--- config.mk ---
export PLATFORM = sky130hd
export DESIGN_NAME = stale_rx_timer
export DESIGN_NICKNAME = d
export VERILOG_FILES = /design/src/rtl/stale_pkg.sv /design/src/rtl/stale_tick_gen.sv /design/src/rtl/stale_count_regs.sv /design/src/rtl/stale_flush_ctl.sv /design/src/rtl/stale_rx_timer.sv
export SDC_FILE = /design/constraint.sdc
export NUM_CORES = 1
export LEC_CHECK = 0
export ABC_AREA = 1
export BUFFER_PORTS_ARGS = -buffer_cell sky130_fd_sc_hd__buf_2
export CAP_MARGIN = 0
export CORE_AREA = 3 3 60 76
export CTS_BUF_LIST = sky130_fd_sc_hd__clkbuf_4
export DETAILED_ROUTE_END_ITERATION = 6
export DIE_AREA = 0 0 63 79
export PLACE_DENSITY = 0.63
export SLEW_MARGIN = 10
export SYNTH_ARGS = -nofsm -noshare
export SYNTH_HDL_FRONTEND = slang
export SYNTH_SLANG_ARGS = --single-unit
export TNS_END_PERCENT = 20
--- constraint.sdc ---
create_clock -name clk_i -period 1.5 [get_ports clk_i]
set_input_delay 0.375 -clock clk_i [delete_from_list [all_inputs] [get_ports clk_i]]
set_output_delay 0.375 -clock clk_i [all_outputs]
set_load 0.05 [all_outputs]
--- src/rtl/stale_pkg.sv ---
package stale_pkg;
  typedef enum logic {
    SEL_PERIOD = 1'b0,
    SEL_COUNT  = 1'b1
  } reg_sel_e;

  typedef enum logic {
    FL_IDLE = 1'b0,
    FL_DMA  = 1'b1
  } flush_st_e;
endpackage

--- src/rtl/stale_tick_gen.sv ---
module stale_tick_gen #(
  parameter int CLK_DIV  = 250,
  parameter int TICK_DIV = 10
) (
  input  logic clk_i,
  input  logic rst_ni,
  input  logic clr_i,
  output logic tick_o
);
  localparam int US_W  = (CLK_DIV  > 1) ? $clog2(CLK_DIV)  : 1;
  localparam int PRE_W = (TICK_DIV > 1) ? $clog2(TICK_DIV) : 1;

  logic [US_W-1:0]  us_q;
  logic [PRE_W-1:0] pre_q;
  logic             us_pulse;

  assign us_pulse = (us_q == US_W'(CLK_DIV - 1));
  assign tick_o   = us_pulse && (pre_q == PRE_W'(TICK_DIV - 1)) && !clr_i;

  // free-running 10 us stage
  always_ff @(posedge clk_i or negedge rst_ni) begin
    if (!rst_ni)       us_q <= '0;
    else if (us_pulse) us_q <= '0;
    else               us_q <= us_q + 1'b1;
  end

  // prescaler restarts on every counter load
  always_ff @(posedge clk_i or negedge rst_ni) begin
    if (!rst_ni)       pre_q <= '0;
    else if (clr_i)    pre_q <= '0;
    else if (us_pulse) pre_q <= (pre_q == PRE_W'(TICK_DIV - 1)) ? '0 : pre_q + 1'b1;
  end


  pre_range_chk: assert property (@(posedge clk_i) disable iff (!rst_ni)
    pre_q <= PRE_W'(TICK_DIV - 1));


  pre_clear_chk: assert property (@(posedge clk_i) disable iff (!rst_ni)
    clr_i |=> pre_q == '0);
endmodule

--- src/rtl/stale_count_regs.sv ---
module stale_count_regs
  import stale_pkg::*;
#(
  parameter int CNT_W = 8
) (
  input  logic             clk_i,
  input  logic             rst_ni,
  input  logic             fifo_rst_i,
  input  logic             rx_dir_i,
  input  logic             char_wr_i,
  input  logic             reg_wr_i,
  input  logic             reg_sel_i,
  input  logic [CNT_W-1:0] reg_wdata_i,
  input  logic             tick_i,
  output logic [CNT_W-1:0] period_o,
  output logic [CNT_W-1:0] count_o,
  output logic             load_o
);
  logic [CNT_W-1:0] period_q, count_q;
  logic             wr_cnt, wr_per, reload;

  assign wr_cnt = reg_wr_i && (reg_sel_e'(reg_sel_i) == SEL_COUNT);
  assign wr_per = reg_wr_i && (reg_sel_e'(reg_sel_i) == SEL_PERIOD);
  assign reload = char_wr_i && rx_dir_i;
  assign load_o = fifo_rst_i || wr_cnt || reload;

  always_ff @(posedge clk_i or negedge rst_ni) begin
    if (!rst_ni)     period_q <= '0;
    else if (wr_per) period_q <= reg_wdata_i;
  end

  always_ff @(posedge clk_i or negedge rst_ni) begin
    if (!rst_ni)                                 count_q <= '0;
    else if (fifo_rst_i)                         count_q <= '0;
    else if (wr_cnt)                             count_q <= reg_wdata_i;
    else if (reload)                             count_q <= period_q;
    else if (tick_i && rx_dir_i && count_q != '0) count_q <= count_q - 1'b1;
  end

  assign period_o = period_q;
  assign count_o  = count_q;


  no_wrap_chk: assert property (@(posedge clk_i) disable iff (!rst_ni)
    (count_q == '0 && !load_o) |=> count_q == '0);


  step_chk: assert property (@(posedge clk_i) disable iff (!rst_ni)
    !load_o |=> (count_q == $past(count_q)) || (count_q == $past(count_q) - 1'b1));


  tx_hold_chk: assert property (@(posedge clk_i) disable iff (!rst_ni)
    (!rx_dir_i && !load_o) |=> $stable(count_q));


  wr_wins_chk: assert property (@(posedge clk_i) disable iff (!rst_ni)
    (wr_cnt && !fifo_rst_i) |=> count_q == $past(reg_wdata_i));
endmodule

--- src/rtl/stale_flush_ctl.sv ---
module stale_flush_ctl
  import stale_pkg::*;
#(
  parameter int OCC_W      = 6,
  parameter int WORD_CHARS = 4
) (
  input  logic             clk_i,
  input  logic             rst_ni,
  input  logic             fifo_rst_i,
  input  logic             stale_i,
  input  logic             rx_dir_i,
  input  logic [OCC_W-1:0] fill_i,
  input  logic             dma_done_i,
  output logic             dma_req_o,
  output logic             irq_o
);
  flush_st_e st_q, st_d;
  logic      whole, partial;

  assign whole   = fill_i >= OCC_W'(WORD_CHARS);
  assign partial = (fill_i != '0) && !whole;

  always_comb begin
    st_d = st_q;
    if (fifo_rst_i)                                   st_d = FL_IDLE;
    else if (st_q == FL_DMA && dma_done_i)            st_d = FL_IDLE;
    else if (st_q == FL_IDLE && stale_i && rx_dir_i && whole) st_d = FL_DMA;
  end

  always_ff @(posedge clk_i or negedge rst_ni) begin
    if (!rst_ni) st_q <= FL_IDLE;
    else         st_q <= st_d;
  end

  assign dma_req_o = (st_q == FL_DMA);
  assign irq_o     = stale_i && rx_dir_i && partial && (st_q == FL_IDLE);


  dma_hold_chk: assert property (@(posedge clk_i) disable iff (!rst_ni)
    (dma_req_o && !dma_done_i && !fifo_rst_i) |=> dma_req_o);


  rst_drop_chk: assert property (@(posedge clk_i) disable iff (!rst_ni)
    fifo_rst_i |=> !dma_req_o);


  excl_chk: assert property (@(posedge clk_i) disable iff (!rst_ni)
    !(irq_o && dma_req_o));
endmodule

--- src/rtl/stale_rx_timer.sv ---
module stale_rx_timer #(
  parameter int CLK_DIV    = 250,
  parameter int TICK_DIV   = 10,
  parameter int CNT_W      = 8,
  parameter int OCC_W      = 6,
  parameter int WORD_CHARS = 4
) (
  input  logic             clk_i,
  input  logic             rst_ni,
  input  logic             fifo_rst_i,
  input  logic             rx_dir_i,
  input  logic             char_wr_i,
  input  logic [OCC_W-1:0] fill_i,
  input  logic             dma_done_i,
  input  logic             reg_wr_i,
  input  logic             reg_sel_i,
  input  logic [CNT_W-1:0] reg_wdata_i,
  output logic [CNT_W-1:0] period_o,
  output logic [CNT_W-1:0] count_o,
  output logic             stale_o,
  output logic             dma_req_o,
  output logic             irq_o
);
  logic load, tick;

  stale_tick_gen #(.CLK_DIV(CLK_DIV), .TICK_DIV(TICK_DIV)) u_tick (
    .clk_i, .rst_ni, .clr_i(load), .tick_o(tick)
  );

  stale_count_regs #(.CNT_W(CNT_W)) u_regs (
    .clk_i, .rst_ni, .fifo_rst_i, .rx_dir_i, .char_wr_i,
    .reg_wr_i, .reg_sel_i, .reg_wdata_i, .tick_i(tick),
    .period_o, .count_o, .load_o(load)
  );

  assign stale_o = (count_o == '0);

  stale_flush_ctl #(.OCC_W(OCC_W), .WORD_CHARS(WORD_CHARS)) u_flush (
    .clk_i, .rst_ni, .fifo_rst_i, .stale_i(stale_o), .rx_dir_i,
    .fill_i, .dma_done_i, .dma_req_o, .irq_o
  );


  unstale_chk: assert property (@(posedge clk_i) disable iff (!rst_ni)
    (reg_wr_i && reg_sel_i && reg_wdata_i != '0 && !fifo_rst_i) |=> !stale_o);


  fifo_clr_chk: assert property (@(posedge clk_i) disable iff (!rst_ni)
    fifo_rst_i |=> (stale_o && $stable(period_o)));
endmodule

# --- Word level (Yosys, flattened, before mapping) ---
# Cells that the tools add are included.
word_totals:
  regBits: 29
  latch_bits: 0
  ramBits: 0
  rom_bits: 0
  inputBits: 22
  out_inout_bits: 19
  wordCells: 49
  memories: 0
classes:
  addsub: 3
  multipliers: 0
  div: 0
  n_lt_le_gt_ge: 1
  eq_ne: 2
  shift: 0
  mux: 11
  bitwise_logic: 2
  reduce_logical: 25
ops:
  columns: ["op", "count"]
  rows:
  - ["8-bit two-way mux", 5]
  - ["1-bit logical AND", 15]
  - ["4-bit two-way mux", 3]
  - ["8-bit by 1-bit adder with 8-bit output, second input constant", 1]
  - ["8-bit == test, second input constant", 1]
  - ["8-bit logical NOT", 1]
  - ["8-bit nonzero test", 1]
  - ["8-bit by 1-bit subtractor with 8-bit output, second input constant", 1]
  - ["6-bit by 3-bit >= comparator with 1-bit output, second input constant", 1]
  - ["6-bit nonzero test", 1]
  - ["4-bit by 1-bit adder with 4-bit output, second input constant", 1]
  - ["4-bit == test, second input constant", 1]
  - ["4-bit nonzero test", 1]
  - ["1-bit two-way mux", 3]
  - ["3-bit nonzero test", 1]
  - ["1-bit logical NOT", 2]
  - ["1-bit logical OR", 2]
  - ["1-bit NOT", 2]
  - ["2-bit nonzero test", 1]

# --- Depth between registers and ports, before layout ---
logic_depth:
  ltp_word: 11
  depth_mapped: 10

# --- Modules after synthesis ---
# From an unflattened synthesis, not the netlist that was laid out.
hier_totals:
  hier_cells: 265
  hier_area_um2: 1840.5
modules_own_cells:
  columns: ["module", "n_inst", "cells_each", "area_per_inst_um2", "seq_area_each_um2"]
  rows:
  - ["stale_count_regs", 1, 152, 1049.8, 400.4]
  - ["stale_tick_gen", 1, 93, 684.4, 300.3]
  - ["stale_flush_ctl", 1, 13, 80.1, 25.0]
  - ["stale_rx_timer", 1, 7, 26.3, 0.0]

# --- Least setup slack after synthesis ---
# Ideal clock, no wire load.
synth_timing:
  kind: "reg-to-output"
  from: "register u_regs.count_q[0], in the netlist u_regs.count_o[0]"
  to: "output irq_o"
  arrival_time_ps: 2558
  required_time_ps: 1125
  setup_slack_ps: -1433
  stages_incl_launch_ff: 7
  path_buffers: 0
  cell_sequence: "dfrtp_1 -> inv_1 -> ha_1 -> nand2_1 -> nor2_1 -> nand2_1 -> nor4_1"
synth_between:
  elab_chain_cells: 4
synth_rtl:
  columns: ["item", "line_no", "source"]
  rows:
  - ["start, declared", "stale_count_regs.sv:19", "logic [CNT_W-1:0] period_q, count_q;"]
  - ["start signal, assigned", "stale_count_regs.sv:35", "else if (wr_cnt) count_q <= reg_wdata_i;"]
  - ["start signal, assigned", "stale_count_regs.sv:36", "else if (reload) count_q <= period_q;"]
  - ["start signal, assigned", "stale_count_regs.sv:37", "else if (tick_i && rx_dir_i && count_q != '0) count_q <= count_q - 1'b1;"]
  - ["8-bit logical NOT", "stale_rx_timer.sv:36", "assign stale_o = (count_o == '0);"]
  - ["1-bit logical AND (3 in a row)", "stale_flush_ctl.sv:36", "assign irq_o = stale_i && rx_dir_i && partial && (st_q == FL_IDLE);"]
  - ["end, declared", "stale_rx_timer.sv:22", "output logic irq_o"]
# No other way between the ends.

# --- Worst setup path after layout ---
layout_timing:
  from: "register u_regs.count_q[1], in the netlist u_regs.count_o[1]"
  to: "output irq_o"
# Same word-level chain as after synthesis.

==> results.json <==
{
  "crit_path_max_incr_delay_ps": 410,
  "pre_cts_ws_ps": -280.7,
  "p_comb_frac": 0.408,
  "power.internal_uw": 1375,
  "switching_share": 0.4010,
  "post-route-util": 0.6094,
  "wl_um": 4267,
  "worst_slew_pin_slew_ps": 444.0,
  "synth.distinct_cells": 25,
  "syn_nets": 259,
  "area_delta_synth_final_pct": 35.40,
  "cp.arrival_ps": 1510,
  "crit_type": "flip-flop to output pin",
  "powerDensity_nw_per_um2": 979.3,
  "track_usage": 0.1883,
  "leakagePower_uw": 0.001227,
  "dp_hpwl_um": 3380,
  "synth-edff-count": 0,
  "root_buffer": "clkbuf_4",
  "ir_worst_vdd_uv": 533.1,
  "layout.nets": 330,
  "port_buffers": 40,
  "cts_buffers": 5,
  "worstSkewPairLatency_ps": 340,
  "dieWidth_um": 63,
  "slew_violations": 0,
  "avgSynthCellArea_um2": 7.432,
  "final_antenna_net_count": 0,
  "design.die.area_um2": 4977,
  "finClkSkew_ps": 18.67,
  "start_util": 0.4501,
  "layout_setup_ws_ps": -387.0,
  "crit_fanout": 3,
  "yosys_warnings": 0,
  "drv_cap": 0,
  "place_inst": 348,
  "gr-total-overflow": 0,
  "clkPwrFrac": 0.206,
  "drt_pass1_iterations": 4,
  "clockBufferDepth": 2,
  "vias_per_cell": 4.652,
  "hold_viol_final": 0,
  "design_area_um2": 2345,
  "clk_pin_slew_worst_paths_ps": 110,
  "fin_crit_ps": 1887,
  "status": "finished, violations left",
  "ys.flop_type": "dfrtp_1",
  "final_cells": 359,
  "grt_start_max_net_pins": 20,
  "violations": "setup timing",
  "ios": 41,
  "max_freq_mhz": 529.9,
  "cp-end-kind": "output pin",
  "period_share": 1.258,
  "crit_required_ps": 1120,
  "h-tree-depth": 2,
  "die_h_um": 79,
  "yosysTopAreaCell": "dfrtp_1",
  "antenna_found_initial": 0,
  "synth_most_common_cell": "nand2_1",
  "yosysSeqAreaShare": 0.4191,
  "whs_ps": 263.7,
  "start_kind": "flip-flop",
  "cp_slowest_cell": "dfrtp_2",
  "vias": 1670,
  "rsz0062_at_grt": "true",
  "core-area_um2": 3847,
  "grt_pass1_wl_um": 7383,
  "ys_async_sr_fraction": 1.000,
  "synth_top_area_frac": 0.4191,
  "detail_route.iter0.violations": 95,
  "power_frac_seq": 0.386,
  "min_path_type": "input pin to flip-flop",
  "synth_common_cells": "nand2_1 (57), inv_1 (37), dfrtp_1 (29)",
  "cts_sinks": 29,
  "finalSetupViolCount": 3,
  "ys_ff_latch": 29,
  "switching_power_uw": 920.8,
  "grt_pass1_vias": 1713,
  "path_cells": "inv_2, ha_4, nand2_2, nor2_2, nand2_2, nor4_4, buf_6",
  "slew_headroom": 0.7040,
  "num_rows": 25,
  "post-route-drc-count": 0,
  "post_drt_wl_per_cell_um": 11.89,
  "antenna_cells": 0,
  "crit_path_frequent_cell": "nand2_2",
  "placed_area_um2": 2190,
  "synth_area_leaders": "dfrtp_1 (42%), nand2_1 (12%), inv_1 (8.0%), nand3_1 (5.5%), o21ai_0 (5.5%)",
  "postSynthCellCount": 233,
  "gp_congestion": 0.7737,
  "drive_above_1_share": 0.3541,
  "synth_area_um2": 1732,
  "cts_tree": "done"
}
metrics by stage:
| stage | power [uW] | TNS [ps] |
|---|---|---|
| final | 2296 | -790.1 |
| after global routing | 2448 | -1041 |
| after CTS | 2277 | -767.6 |
| after detailed placement | 1750 | -337.6 |
| after global placement | 1744 | -319.6 |
| after floorplan | 1450 | -1101 |
layer usage:
metal	share of wire	GRT usage	routed length (um)
met1	0.43	0.2200	1825
met2	0.53	0.3369	2272
met5	0	0	0
met4	0.0094	0.07947	40
met3	0.030	0.03253	129
layout by cell type (no fill, tap or decap), types with 3 or more instances in the layout:
cell	count
nor2_2	4
buf_6	4
a21oi_1	14
inv_1	33
clkbuf_4	6
nor2_1	19
nand4_1	3
o21ai_0	19
nor3_1	3
buf_4	26
nand2_2	5
dfrtp_2	5
inv_2	3
nand2_1	55
nand3_1	19
dfrtp_1	24
nand3_2	6
buf_2	35
area by class of cell:
| type | count | area [um^2] |
|---|---|---|
| inverters | 38 | 147.6 |
| fillers | 397 | 1503 |
| repair buffers | 68 | 460.4 |
| flip-flops and latches | 29 | 732.0 |
| clock inverters | 2 | 10.01 |
| clock buffers | 6 | 45.04 |
| well taps | 54 | 67.56 |
| multi-input cells | 162 | 882.1 |
state kept, by name (all words and copies together), names as in the netlist:
name	flops
u_tick.pre_q	4
u_regs.period_o	8
u_regs.count_o	8
u_flush.dma_req_o	1
u_tick.us_q	8
kinds of logic (layout without fill, tap and decap cells):
logic type | after synthesis | count (layout) | synth area share
fa+ha+maj | 4 | 4 | 0.02890
xor+xnor | 3 | 3 | 0.01518
flops | 29 | 29 | 0.4191
buf+inv | 42 | 114 | 0.1019
mux | 1 | 1 | 0.006502
simple gates | 117 | 117 | 0.3143
compound gates | 37 | 37 | 0.1142
worst paths after layout:
check                                                from                             end  slack [ps]  depth (start not counted)
min in group asynchronous                          rst_ni        u_tick.us_q[3]$_DFF_PN0_         500                          2
min reg2reg                u_regs.period_o[6]$_DFFE_PN0P_  u_regs.period_o[6]$_DFFE_PN0P_         510                          2
max in group asynchronous                          rst_ni  u_regs.period_o[2]$_DFFE_PN0P_         520                          3
max                         u_regs.count_o[1]$_DFFE_PN0P_                           irq_o        -390                          7
max reg2reg                 u_regs.count_o[1]$_DFFE_PN0P_   u_regs.count_o[4]$_DFFE_PN0P_          30                         10
min                                            dma_done_i   u_flush.dma_req_o$_DFFE_PN0P_         260                          4
worst max-delay path: cells and delay by family (launching register included):
kind	cells	cell delay, ps
buf+inv	2	270
flops	1	410
fa+ha+maj	1	130
simple gates	4	370
power groups by stage:
stage	clock network (uW)	registers, uW	logic, uW
after global placement	0	900	844
after detailed placement	0	902	848
after CTS	492	888	898
final	472	887	937
after global routing	525	897	1030
after floorplan	0	1140	311
timing repair:
action / in CTS / in global routing
hold buffers: 1 / 0
pin swaps: 5 / 1
setup endpoints to repair: 3 / 14
hold endpoints to repair: 17 / 0
resized for setup: 13 / 10
buffers inserted: 1 / 1
Note: power is estimated with default switching activity, not from simulation.
